### src/rtl/sn_seq_pkg.sv
package sn_seq_pkg;
    typedef enum logic [3:0] {
        ST_IDLE,
        ST_UL_RD,
        ST_UL_WAIT,
        ST_UL_WR,
        ST_SN_LO,
        ST_SN_HI,
        ST_RL_RD,
        ST_RL_WAIT,
        ST_RL_WR
    } seq_state_e;
endpackage

### src/rtl/sn_seq_capture.sv
module sn_seq_capture #(
    parameter int DATA_W = 32
) (
    input  logic              clk,
    input  logic              rst,
    input  logic              load,
    input  logic [DATA_W-1:0] d_lo,
    input  logic [DATA_W-1:0] d_hi,
    output logic [DATA_W-1:0] q_lo,
    output logic [DATA_W-1:0] q_hi
);
    always_ff @(posedge clk) begin
        if (rst) begin
            q_lo <= '0;
            q_hi <= '0;
        end else if (load) begin
            q_lo <= d_lo;
            q_hi <= d_hi;
        end
    end
endmodule

### src/rtl/sn_seq_rd_timer.sv
module sn_seq_rd_timer #(
    parameter int LIMIT = 16
) (
    input  logic clk,
    input  logic rst,
    input  logic run,
    output logic expired
);
    localparam int CNT_W = $clog2(LIMIT + 1);
    localparam logic [CNT_W-1:0] LAST = CNT_W'(LIMIT - 1);

    logic [CNT_W-1:0] cnt;

    always_ff @(posedge clk) begin
        if (rst || !run) begin
            cnt <= '0;
        end else if (cnt != LAST) begin
            cnt <= cnt + 1'b1;
        end
    end

    assign expired = run && (cnt == LAST);

    AST_TMR_BOUND: assert property (@(posedge clk) disable iff (rst)
        cnt <= LAST);
endmodule

### src/rtl/sn_seq_fsm.sv
module sn_seq_fsm
    import sn_seq_pkg::*;
#(
    parameter int                ADDR_W    = 12,
    parameter int                DATA_W    = 32,
    parameter int                LOCK_BIT  = 0,
    parameter logic [ADDR_W-1:0] CTRL_ADDR = 'h8BC,
    parameter logic [ADDR_W-1:0] LO_ADDR   = 'h168,
    parameter logic [ADDR_W-1:0] HI_ADDR   = 'h16C
) (
    input  logic              clk,
    input  logic              rst,
    input  logic              start,
    input  logic [DATA_W-1:0] sn_lo_q,
    input  logic [DATA_W-1:0] sn_hi_q,
    output logic              accept,
    output logic              tmr_run,
    input  logic              tmr_expired,
    output logic              busy,
    output logic              done,
    output logic              error,
    output logic [ADDR_W-1:0] reg_addr,
    output logic              reg_wr,
    output logic              reg_rd,
    output logic [DATA_W-1:0] reg_wdata,
    input  logic [DATA_W-1:0] reg_rdata,
    input  logic              reg_rvalid,
    input  logic              reg_stall
);
    localparam logic [DATA_W-1:0] LOCK_MASK = DATA_W'(1) << LOCK_BIT;

    seq_state_e state, nxt;
    logic [DATA_W-1:0] rd_q;
    logic              done_q, err_q;
    logic              in_wait, timeout;

    assign in_wait = (state == ST_UL_WAIT) || (state == ST_RL_WAIT);
    assign timeout = in_wait && !reg_rvalid && tmr_expired;
    assign accept  = (state == ST_IDLE) && start;
    assign tmr_run = in_wait;
    assign busy    = (state != ST_IDLE);
    assign done    = done_q;
    assign error   = err_q;

    // state register
    always_ff @(posedge clk) begin
        if (rst) state <= ST_IDLE;
        else     state <= nxt;
    end

    // transitions
    always_comb begin
        nxt = state;
        unique case (state)
            ST_IDLE:    if (start)       nxt = ST_UL_RD;
            ST_UL_RD:   if (!reg_stall)  nxt = ST_UL_WAIT;
            ST_UL_WAIT: if (reg_rvalid)  nxt = ST_UL_WR;
                        else if (tmr_expired) nxt = ST_RL_RD;
            ST_UL_WR:   if (!reg_stall)  nxt = ST_SN_LO;
            ST_SN_LO:   if (!reg_stall)  nxt = ST_SN_HI;
            ST_SN_HI:   if (!reg_stall)  nxt = ST_RL_RD;
            ST_RL_RD:   if (!reg_stall)  nxt = ST_RL_WAIT;
            ST_RL_WAIT: if (reg_rvalid)  nxt = ST_RL_WR;
                        else if (tmr_expired) nxt = ST_IDLE;
            ST_RL_WR:   if (!reg_stall)  nxt = ST_IDLE;
            default:                     nxt = ST_IDLE;
        endcase
    end

    // captured read value, done pulse and sticky error
    always_ff @(posedge clk) begin
        if (rst) begin
            rd_q   <= '0;
            done_q <= 1'b0;
            err_q  <= 1'b0;
        end else begin
            if (in_wait && reg_rvalid) rd_q <= reg_rdata;
            done_q <= ((state == ST_RL_WR) && !reg_stall) ||
                      ((state == ST_RL_WAIT) && timeout);
            if (accept)       err_q <= 1'b0;
            else if (timeout) err_q <= 1'b1;
        end
    end

    // port outputs
    always_comb begin
        reg_addr  = CTRL_ADDR;
        reg_wr    = 1'b0;
        reg_rd    = 1'b0;
        reg_wdata = '0;
        unique case (state)
            ST_UL_RD, ST_RL_RD: reg_rd = 1'b1;
            ST_UL_WR: begin
                reg_wr    = 1'b1;
                reg_wdata = rd_q | LOCK_MASK;
            end
            ST_SN_LO: begin
                reg_wr    = 1'b1;
                reg_addr  = LO_ADDR;
                reg_wdata = sn_lo_q;
            end
            ST_SN_HI: begin
                reg_wr    = 1'b1;
                reg_addr  = HI_ADDR;
                reg_wdata = sn_hi_q;
            end
            ST_RL_WR: begin
                reg_wr    = 1'b1;
                reg_wdata = rd_q & ~LOCK_MASK;
            end
            default: ;
        endcase
    end

    AST_CMD_HELD: assert property (@(posedge clk) disable iff (rst)
        (reg_rd || reg_wr) && reg_stall |=>
            $stable(reg_addr) && $stable(reg_wdata) && $stable(reg_rd) && $stable(reg_wr));
    AST_RD_WR_EXCL: assert property (@(posedge clk) disable iff (rst)
        $onehot0({reg_rd, reg_wr}));
    AST_START_BUSY: assert property (@(posedge clk) disable iff (rst)
        start && !busy |=> busy);
    AST_DONE_PULSE: assert property (@(posedge clk) disable iff (rst)
        done |=> !done);
    AST_DONE_IDLE: assert property (@(posedge clk) disable iff (rst)
        done |-> !busy);
    AST_ERR_NO_SN: assert property (@(posedge clk) disable iff (rst)
        error |-> !(reg_wr && (reg_addr == LO_ADDR || reg_addr == HI_ADDR)));
endmodule

### src/rtl/sn_update_seq.sv
module sn_update_seq #(
    parameter int                ADDR_W     = 12,
    parameter int                DATA_W     = 32,
    parameter int                RD_TIMEOUT = 16,
    parameter int                LOCK_BIT   = 0,
    parameter logic [ADDR_W-1:0] CTRL_ADDR  = 'h8BC,
    parameter logic [ADDR_W-1:0] LO_ADDR    = 'h168,
    parameter logic [ADDR_W-1:0] HI_ADDR    = 'h16C
) (
    input  logic              clk,
    input  logic              rst,
    input  logic              start,
    input  logic [DATA_W-1:0] sn_lo,
    input  logic [DATA_W-1:0] sn_hi,
    output logic              busy,
    output logic              done,
    output logic              error,
    output logic [ADDR_W-1:0] reg_addr,
    output logic              reg_wr,
    output logic              reg_rd,
    output logic [DATA_W-1:0] reg_wdata,
    input  logic [DATA_W-1:0] reg_rdata,
    input  logic              reg_rvalid,
    input  logic              reg_stall
);
    logic              accept, tmr_run, tmr_expired;
    logic [DATA_W-1:0] lo_q, hi_q;

    sn_seq_capture #(.DATA_W(DATA_W)) u_cap (
        .clk(clk), .rst(rst), .load(accept),
        .d_lo(sn_lo), .d_hi(sn_hi), .q_lo(lo_q), .q_hi(hi_q)
    );

    sn_seq_rd_timer #(.LIMIT(RD_TIMEOUT)) u_tmr (
        .clk(clk), .rst(rst), .run(tmr_run), .expired(tmr_expired)
    );

    sn_seq_fsm #(
        .ADDR_W(ADDR_W), .DATA_W(DATA_W), .LOCK_BIT(LOCK_BIT),
        .CTRL_ADDR(CTRL_ADDR), .LO_ADDR(LO_ADDR), .HI_ADDR(HI_ADDR)
    ) u_fsm (
        .clk(clk), .rst(rst), .start(start),
        .sn_lo_q(lo_q), .sn_hi_q(hi_q),
        .accept(accept), .tmr_run(tmr_run), .tmr_expired(tmr_expired),
        .busy(busy), .done(done), .error(error),
        .reg_addr(reg_addr), .reg_wr(reg_wr), .reg_rd(reg_rd), .reg_wdata(reg_wdata),
        .reg_rdata(reg_rdata), .reg_rvalid(reg_rvalid), .reg_stall(reg_stall)
    );
endmodule

### config.mk
export PLATFORM = sky130hd
export DESIGN_NAME = sn_update_seq
export DESIGN_NICKNAME = d
export VERILOG_FILES = /design/src/rtl/sn_seq_pkg.sv /design/src/rtl/sn_seq_capture.sv /design/src/rtl/sn_seq_rd_timer.sv /design/src/rtl/sn_seq_fsm.sv /design/src/rtl/sn_update_seq.sv
export SDC_FILE = /design/constraint.sdc
export NUM_CORES = 1
export LEC_CHECK = 0
export BUFFER_PORTS_ARGS = -buffer_cell sky130_fd_sc_hd__buf_4
export CORE_ASPECT_RATIO = 0.5
export CORE_MARGIN = 1.5
export CORE_UTILIZATION = 50
export DETAILED_ROUTE_END_ITERATION = 10
export PLACE_DENSITY = 0.81
export SYNTH_ARGS = -nofsm -noshare
export SYNTH_HDL_FRONTEND = slang
export SYNTH_SLANG_ARGS = --single-unit
### constraint.sdc
create_clock -name clk -period 2.45 [get_ports clk]
set_input_delay 0.1225 -clock clk [delete_from_list [all_inputs] [get_ports clk]]
set_output_delay 0.1225 -clock clk [all_outputs]
set_load 0.1 [all_outputs]
==> results by stage, run 1 <==
Synthesis:
- The sequential share of the synthesized area is 47.10%.
- The average size of a mapped cell is 7.637 um^2.
- Yosys mapped a number of flops with a built-in enable equal to 0.
- The share of flip-flops with an asynchronous set or reset after synthesis is 0%.
- The synthesis warning total is 0.
- The distinct cell type count of the synthesized netlist is 39.
- In the synthesized netlist, the number of instances is 590.
- Counting flops and latches in the post-synthesis netlist gives 106.
- The total standard cell area after synthesis is 4506 um^2.
- The dominant synthesized flop cell is dfxtp_1.

Global routing:
- The met2 usage is 42.71%.
- The first-pass GRT wire length is 19110 um.
- Global routing consumed, over all layers together, 25.00% of the routing resources.
- Entering global routing, the biggest net connects 51 pins.
- The remaining global-route overflow is 0.
- The most congested layer reported by global routing is met2.
- The met1 layer usage reported by global route is 32.30%.
- The initial antenna violation count was 0.
- The number of global-route vias before repair is 4150.
- The met3 global-route usage is 5.737%.

Clocking:
- The largest buffer count on any clock path is 2.
- At the later pin of the worst-skew pair, clock insertion delay measures 0.33 ns.
- The CTS tree is built.
- The number of buffers added by the clock tree synthesis step is 9.
- The clock transition at the register clock pins on the worst setup and hold paths after CTS is 0.07 ns.
- The root buffer cell chosen for the clock tree is clkbuf_16.
- In this run the number of H-tree levels came out at 3.
- CTS saw 106 sinks.

Die:
- The die area is 9624 um^2.
- The area of the placeable core is 8738 um^2.
- The initial core utilization is 51.56%.
- The width of the die is 137.2 um.
- The number of primary I/O pins is 150.
- The die is 70.13 um tall.
- The placement row count is 24.

Setup path:
- STA classifies the critical path startpoint as a flip-flop.
- The critical path starts at u_fsm.state[1].
- The signal arrival time at the worst endpoint is 2.14 ns.
- The highest fanout seen on the critical path is 32.
- The kind of end point of the critical path is an output port.
- The reg-to-reg critical path startpoint is u_tmr.cnt[0].
- The worst setup path is of the flip-flop to output port kind.
- The data required time of the critical path is 2.33 ns.

STA:
- Based on the critical path, the design can be clocked at up to 442.4 MHz.
- The count of pins over their slew limit is 0.
- The final number of hold-violating endpoints was 0.
- The worst path needs 2.261 ns of the cycle, external delays included.
- The total of endpoints with negative setup slack in the final report is 0.
- The part of the cycle the worst path needs is 92.27%.
- The clock arrives with 0.007367 ns of skew.
- Setup repair after global routing left no endpoint under its margin.
- The final hold slack is 0.03346 ns.
- The final critical-path setup slack is 0.1894 ns.

Detailed routing:
- The number of nets still failing antenna checks after routing is 0.
- The post-detailed-routing wire length is 11960 um.
- The average vias per placed instance is 5.358.
- In the routed design, unresolved DRC markers number 0.
- The final route contains 4442 vias.
- The detailed-router iteration count before antenna repair is 6.
- The number of DRC markers in iteration 0 is 517.
- The average wire per cell in the routed design is 14.43 um.

Placement:
- Summed over all nets, the half-perimeter wirelength after detailed placement is 7784 um.
- Before CTS, the worst setup slack after placement is 0.4049 ns.
- After detailed placement, the design holds a cell count of 814.
- At the end of routability-driven placement, the weighted congestion stood at 0.8957.
- Buffers placed on the I/O ports in this run total 142.

Worst hold path:
- The startpoint of the tightest hold check path is sn_lo[26].
- The classification of the worst-slack hold path is primary input to flip-flop.

Pwr:
- Summed over all cells, the static leakage comes to 2.685 nW.
- The worst supply voltage drop on vdd is 439.2 uV.
- Dividing total power by cell area gives a power density of 934.9 nW/um^2.

Finish:
- From synthesis to final layout, the design area changed by 33.05%.
- The most common cell after layout, fill and taps aside is nand2_1.
- The diode insertion count for antenna repair is 0.
- The post-layout net count is 811.
- The library cells used most frequently in the layout, excluding fill and tap cells, are 192 x nand2_1, 152 x buf_4, 105 x dfxtp_1, 99 x a21oi_1, 34 x inv_1.
- The share of final-layout standard cells stronger than drive strength 1 is 25.70%.
- The final cell count without fillers is 829.

Outcome:
- The run finished with clean final reports.

Flow run:
- The number of max-capacitance violations reported is 0.
-- power by group --
part | internal, mW | leakage (nW) | total [mW] | switching (mW)
logic | 0.578 | 1.66 | 1.94 | 1.36
registers | 1.99 | 0.865 | 2.14 | 0.150
clock network | 0.920 | 0.156 | 1.52 | 0.601
total | 3.49 | 2.68 | 5.60 | 2.11
-- layer usage --
metal,vias to the layer above,share of wire [%]
li1,2207,-
met1,2052,44
met2,174,49
met3,9,6.8
met4,0,0.81
met5,-,0
-- what timing repair did --
item	4_1_cts	5_1_grt
setup buffers	0	0
hold buffers	0	0
hold endpoints to repair	0	0
resized for setup	0	2
setup endpoints to repair	0	31
-- logic make-up after synthesis --
group           share of synthesized area, %
flops                                  47.10
other cells                           0.1667
fa+ha+maj                             0.5553
xor+xnor                              0.7777
mux                                   0.4443
compound gates                         20.11
simple gates                           21.94
buf+inv                                8.914
-- registers in the layout, summed over array words and instances (netlist names) --
signal and count:
u_cap.q_hi 32, u_cap.q_lo 32, u_fsm.rd_q 31, u_tmr.cnt 5, u_fsm.state 4, u_fsm.done 1
u_fsm.error 1
-- per-stage QoR --
step                setup TNS, ns  instance area (um^2)  power (mW)  utilization [%]
detailed placement              0                  5674       4.103            64.93
floorplan                -0.07454                  4528       3.561                -
finish                          0                  5995       5.604            68.60
global placement                0                  5674       4.061            64.93
CTS                             0                  5991       5.620            68.56
global route                    0                  5995       5.881            68.60
-- path summary, 6_finish.rpt --
check | to | slack, ns | depth (start not counted)
max | reg_wdata[30] | 0.19 | 7
min | u_cap.q_lo[26] | 0.03 | 3
max reg2reg | u_fsm.state[0] | 0.43 | 6
min reg2reg | u_cap.q_lo[25] | 0.46 | 2
-- layout make-up --
class                           instances  area, um^2
Inverter                               37       142.6
Timing Repair Buffer                  157        1241
Clock inverter                          4       73.82
Fill cell                             765        2744
Multi-Input combinational cell        397        2024
Sequential cell                       106        2123
Clock buffer                           11       242.7
Tap cell                              117       146.4
-- critical path, cell delays in order (launching register included) --
cell,delay [ns]
dfxtp_1,0.31
buf_4,0.18
or3b_1,0.40
a21oi_4,0.17
buf_12,0.21
a222oi_1,0.13
inv_1,0.10
buf_4,0.29
-- cells in the mapped netlist, types with 4 or more instances --
| library cell | instances | area share [%] |
|---|---|---|
| nand2_1 | 192 | 16 |
| dfxtp_1 | 106 | 47 |
| a21oi_1 | 100 | 11 |
| inv_1 | 35 | 2.9 |
| a222oi_1 | 31 | 6.9 |
| clkbuf_1 | 24 | 2.0 |
| buf_2 | 21 | 2.3 |
| nor2_1 | 15 | 1.2 |
| buf_4 | 9 | 1.5 |
| or3_1 | 6 | 0.83 |
| nand3_1 | 5 | 0.56 |
| nor3_1 | 4 | 0.44 |
No activity file was read; power rests on OpenSTA's default activity.
==> run 2, diff against run 1 <==
- GPL_TIMING_DRIVEN: not set -> 0
==> run 2 against run 1 <==
- register-to-register slack got worse by 0.17 ns
- sequential power barely moved
- total power rose by 1.3%
- design area rose by 2.5%
- non-clock buffer count rose by 39
==> results by stage, run 2 (synthesis results as in run 1) <==
Outcome:
- The flow ran to the end, and the final reports show no timing, DRC or antenna violations.

Global routing:
- The total track usage is 29.65% (+4.6 points).
- The maximum number of pins on one net before global-route repair is 20 (-61%).
- The remaining global-route overflow came to 0 (unchanged).
- The first-pass GRT wire length is 21820 um (+14%).
- The initial antenna violation count is 0 (unchanged).
- The number of global-route vias before repair is 4505 (+8.6%).

Setup path:
- The slack of the worst reg-to-reg path came to 0.26 ns (-0.17 ns).
- The worst setup path is of the flip-flop to output port kind.
- Among cell families on the critical path, the largest total delay comes from buffers and inverters.
- The highest fanout seen on the critical path is 10 (-69%).
- The signal arrival time at the worst endpoint is 2.25 ns (+0.11 ns).
- The number of buffer and inverter stages on the critical path is 4 (unchanged).
- Walking the worst path, the cells encountered are buf_2 -> nand3b_1 -> a21oi_4 -> clkbuf_4 -> a222oi_1 -> inv_1 -> buf_4.
- The slowest stage of the critical path belongs to the cell dfxtp_1.
- The count of cells along the worst register-to-register path is 7 (+1).
- The reg-to-reg critical path startpoint is u_tmr.cnt[0].
- The data required time of the critical path was 2.33 ns (about the same).
- In this run the critical register-to-register path is captured at u_fsm.state[0].
- The longest individual stage delay on the worst path was 0.44 ns (+0.04 ns).
- The kind of end point of the critical path is an output port.
- The worst setup path is launched from a flip-flop.

Clocking:
- TritonCTS built the clock tree.
- The largest buffer count on any clock path is 2 (unchanged).
- The clock transition at the register clock pins on the worst setup and hold paths after CTS is 0.07 ns (about the same).
- The number of clock sinks was 106 (unchanged).
- The hold buffer count at cts was 0 (unchanged).
- The number of post-CTS setup repair buffers is 0 (unchanged).
- The clock insertion delay at the later pin of the skew report came to 0.35 ns (+0.02 ns).
- The maximum level of the CTS H-tree came to 3 (unchanged).
- The root buffer cell chosen for the clock tree is clkbuf_16.
- The number of buffers added by the clock tree synthesis step was 9 (unchanged).

Pwr:
- The standby leakage power came to 2.759 nW (+2.7%).
- The worst supply voltage drop on vdd is 483.7 uV (+10%).
- The total power per unit cell area is 923.7 nW/um^2 (-1.2%).

Finish:
- The top cell types in the final layout, fill and taps aside, are 192 x nand2_1, 141 x buf_4, 106 x dfxtp_1, 99 x a21oi_1, 34 x inv_1.
- The library cell used most frequently in the layout, excluding fill and tap cells, is nand2_1.
- The area growth from synthesis to layout is 36.43%.
- The post-layout net count came to 850 (+4.8%).
- The diode insertion count for antenna repair came to 0 (unchanged).
- The share of final-layout standard cells stronger than drive strength 1 is 26.06% (+0.36 points).
- In the final layout, the registers with the most flip-flops are u_cap.q_hi: 32 flops, u_cap.q_lo: 32 flops, u_fsm.rd_q: 31 flops.
- The core occupancy in the finished layout was 70.35% (+1.7 points).

Die:
- The height of the die is 70.13 um (unchanged).
- The area of the placeable core is 8738 um^2 (unchanged).
- The die area was 9624 um^2 (unchanged).
- The initial core utilization came to 51.56% (unchanged).
- The number of primary I/O pins is 150 (unchanged).
- The placement row count was 24 (unchanged).
- The width of the die was 137.2 um (unchanged).

STA:
- The worst clock skew is 0.007717 ns (+0.0003498 ns).
- The total of endpoints with negative setup slack in the final report is 0 (unchanged).
- Setup repair after global routing left no endpoint under its margin.
- The final hold slack is 0.01080 ns (-0.02266 ns).
- The part of the cycle the worst path needs was 96.92% (+4.6 points).
- The clock period minus final worst setup slack was 2.374 ns (+0.1138 ns).
- The count of pins over their slew limit is 0 (unchanged).
- The fmax is 421.2 MHz (-4.8%).
- The final number of hold-violating endpoints is 0 (unchanged).
- The measured slew at the worst slew-check pin is 0.6030 ns.
- Headroom to the max-slew limit came out at 59.49%.

Detailed routing:
- The via count was 4778 (+7.6%).
- The average vias per placed instance is 5.498 (+2.6%).
- The average wire per cell in the routed design is 15.92 um (+10%).
- The number of DRC markers in iteration 0 is 677 (+31%).
- The post-detailed-routing wire length is 13830 um (+16%).
- The number of remaining DRC errors is 0 (unchanged).
- The number of nets still failing antenna checks after routing is 0 (unchanged).
- The detailed-router iteration count before antenna repair was 9 (+3).

Placement:
- The detailed-placement wirelength estimate is 9913 um (+27%).
- The final RePlAce weighted congestion was 0.8907 (-0.56%).
- The count of buffers from port buffering is 142 (unchanged).

Worst hold path:
- The end point of the worst hold path is u_cap.q_lo[23].
- The worst hold path begins at sn_lo[23].
- In this run the worst hold path is classified as primary input to flip-flop.
- The depth of the worst hold-timing path is 3 (unchanged).

Flow run:
- The number of max-capacitance violations reported is 0 (unchanged).
[run 2: worst register-to-register path: cells and delay by family (launching register included)]
kind                       cells  cell delay (ns)
AOI/OAI and AO/OA              3             0.95
buffers and inverters          1             0.23
DFF                            1             0.34
and+or+nand+nor                1             0.18
adders and majority gates      2             0.38
[run 2: final cells by class]
class | count | area, um^2
clock inverter | 6 | 83.83
multi-input combinational | 397 | 2018
buffer | 54 | 286.5
timing repair buffer | 142 | 1119
clock buffer | 10 | 229.0
fill | 722 | 2591
sequential | 106 | 2122
tap | 117 | 146.4
inverter | 37 | 142.6
[run 2: per-stage QoR]
stage | std cells | power [mW] | worst slack (ns) | setup TNS (ns) | cell area, um^2
6_report | 869 | 5.678 | 0.07556 | 0 | 6147
5_1_grt | 869 | 5.940 | 0.001760 | 0 | 6147
4_1_cts | 869 | 5.649 | 0.04537 | 0 | 6082
3_5_place_dp | 853 | 4.150 | 0.1929 | 0 | 5741
3_3_place_gp | 853 | 4.124 | 0.1994 | 0 | 5741
2_1_floorplan | 594 | 3.561 | -0.07454 | -0.07454 | 4528
[run 2: routing by layer]
metal	vias up	global-route usage, %	share of wire, %
li1	2290	-	-
met1	2221	39.60	44
met2	236	47.74	46
met3	31	5.664	8.7
met4	0	11.23	1.9
met5	-	0	0
[run 2: timing repair]
item | 4_1_cts | 5_1_grt
gates resized for setup | 8 | 22
cloned | 0 | 0
endpoints found under the hold margin | 0 | 0
endpoints found under the setup margin | 31 | 29
pin swaps | 0 | 0
[run 2: worst max path at each step]
stage / startpoint / end / slack (ns) / cells past startpoint
2_1_floorplan: u_fsm.state[2] / reg_wr / -0.07 / 3
5_1_grt: u_fsm.state[1] / reg_wdata[1] / 0.002 / 7
3_5_place_dp: u_fsm.state[2] / reg_wdata[18] / 0.19 / 6
6_report: u_fsm.state[1] / reg_wdata[13] / 0.08 / 7
3_3_place_gp: u_fsm.state[2] / reg_wdata[18] / 0.20 / 6
4_1_cts: u_fsm.state[3] / reg_wdata[18] / 0.05 / 6
[run 2: where the power goes]
part	leakage (nW)	internal [mW]	switching (mW)
registers	0.864	1.99	0.163
logic	1.74	0.583	1.45
clock network	0.152	0.818	0.673
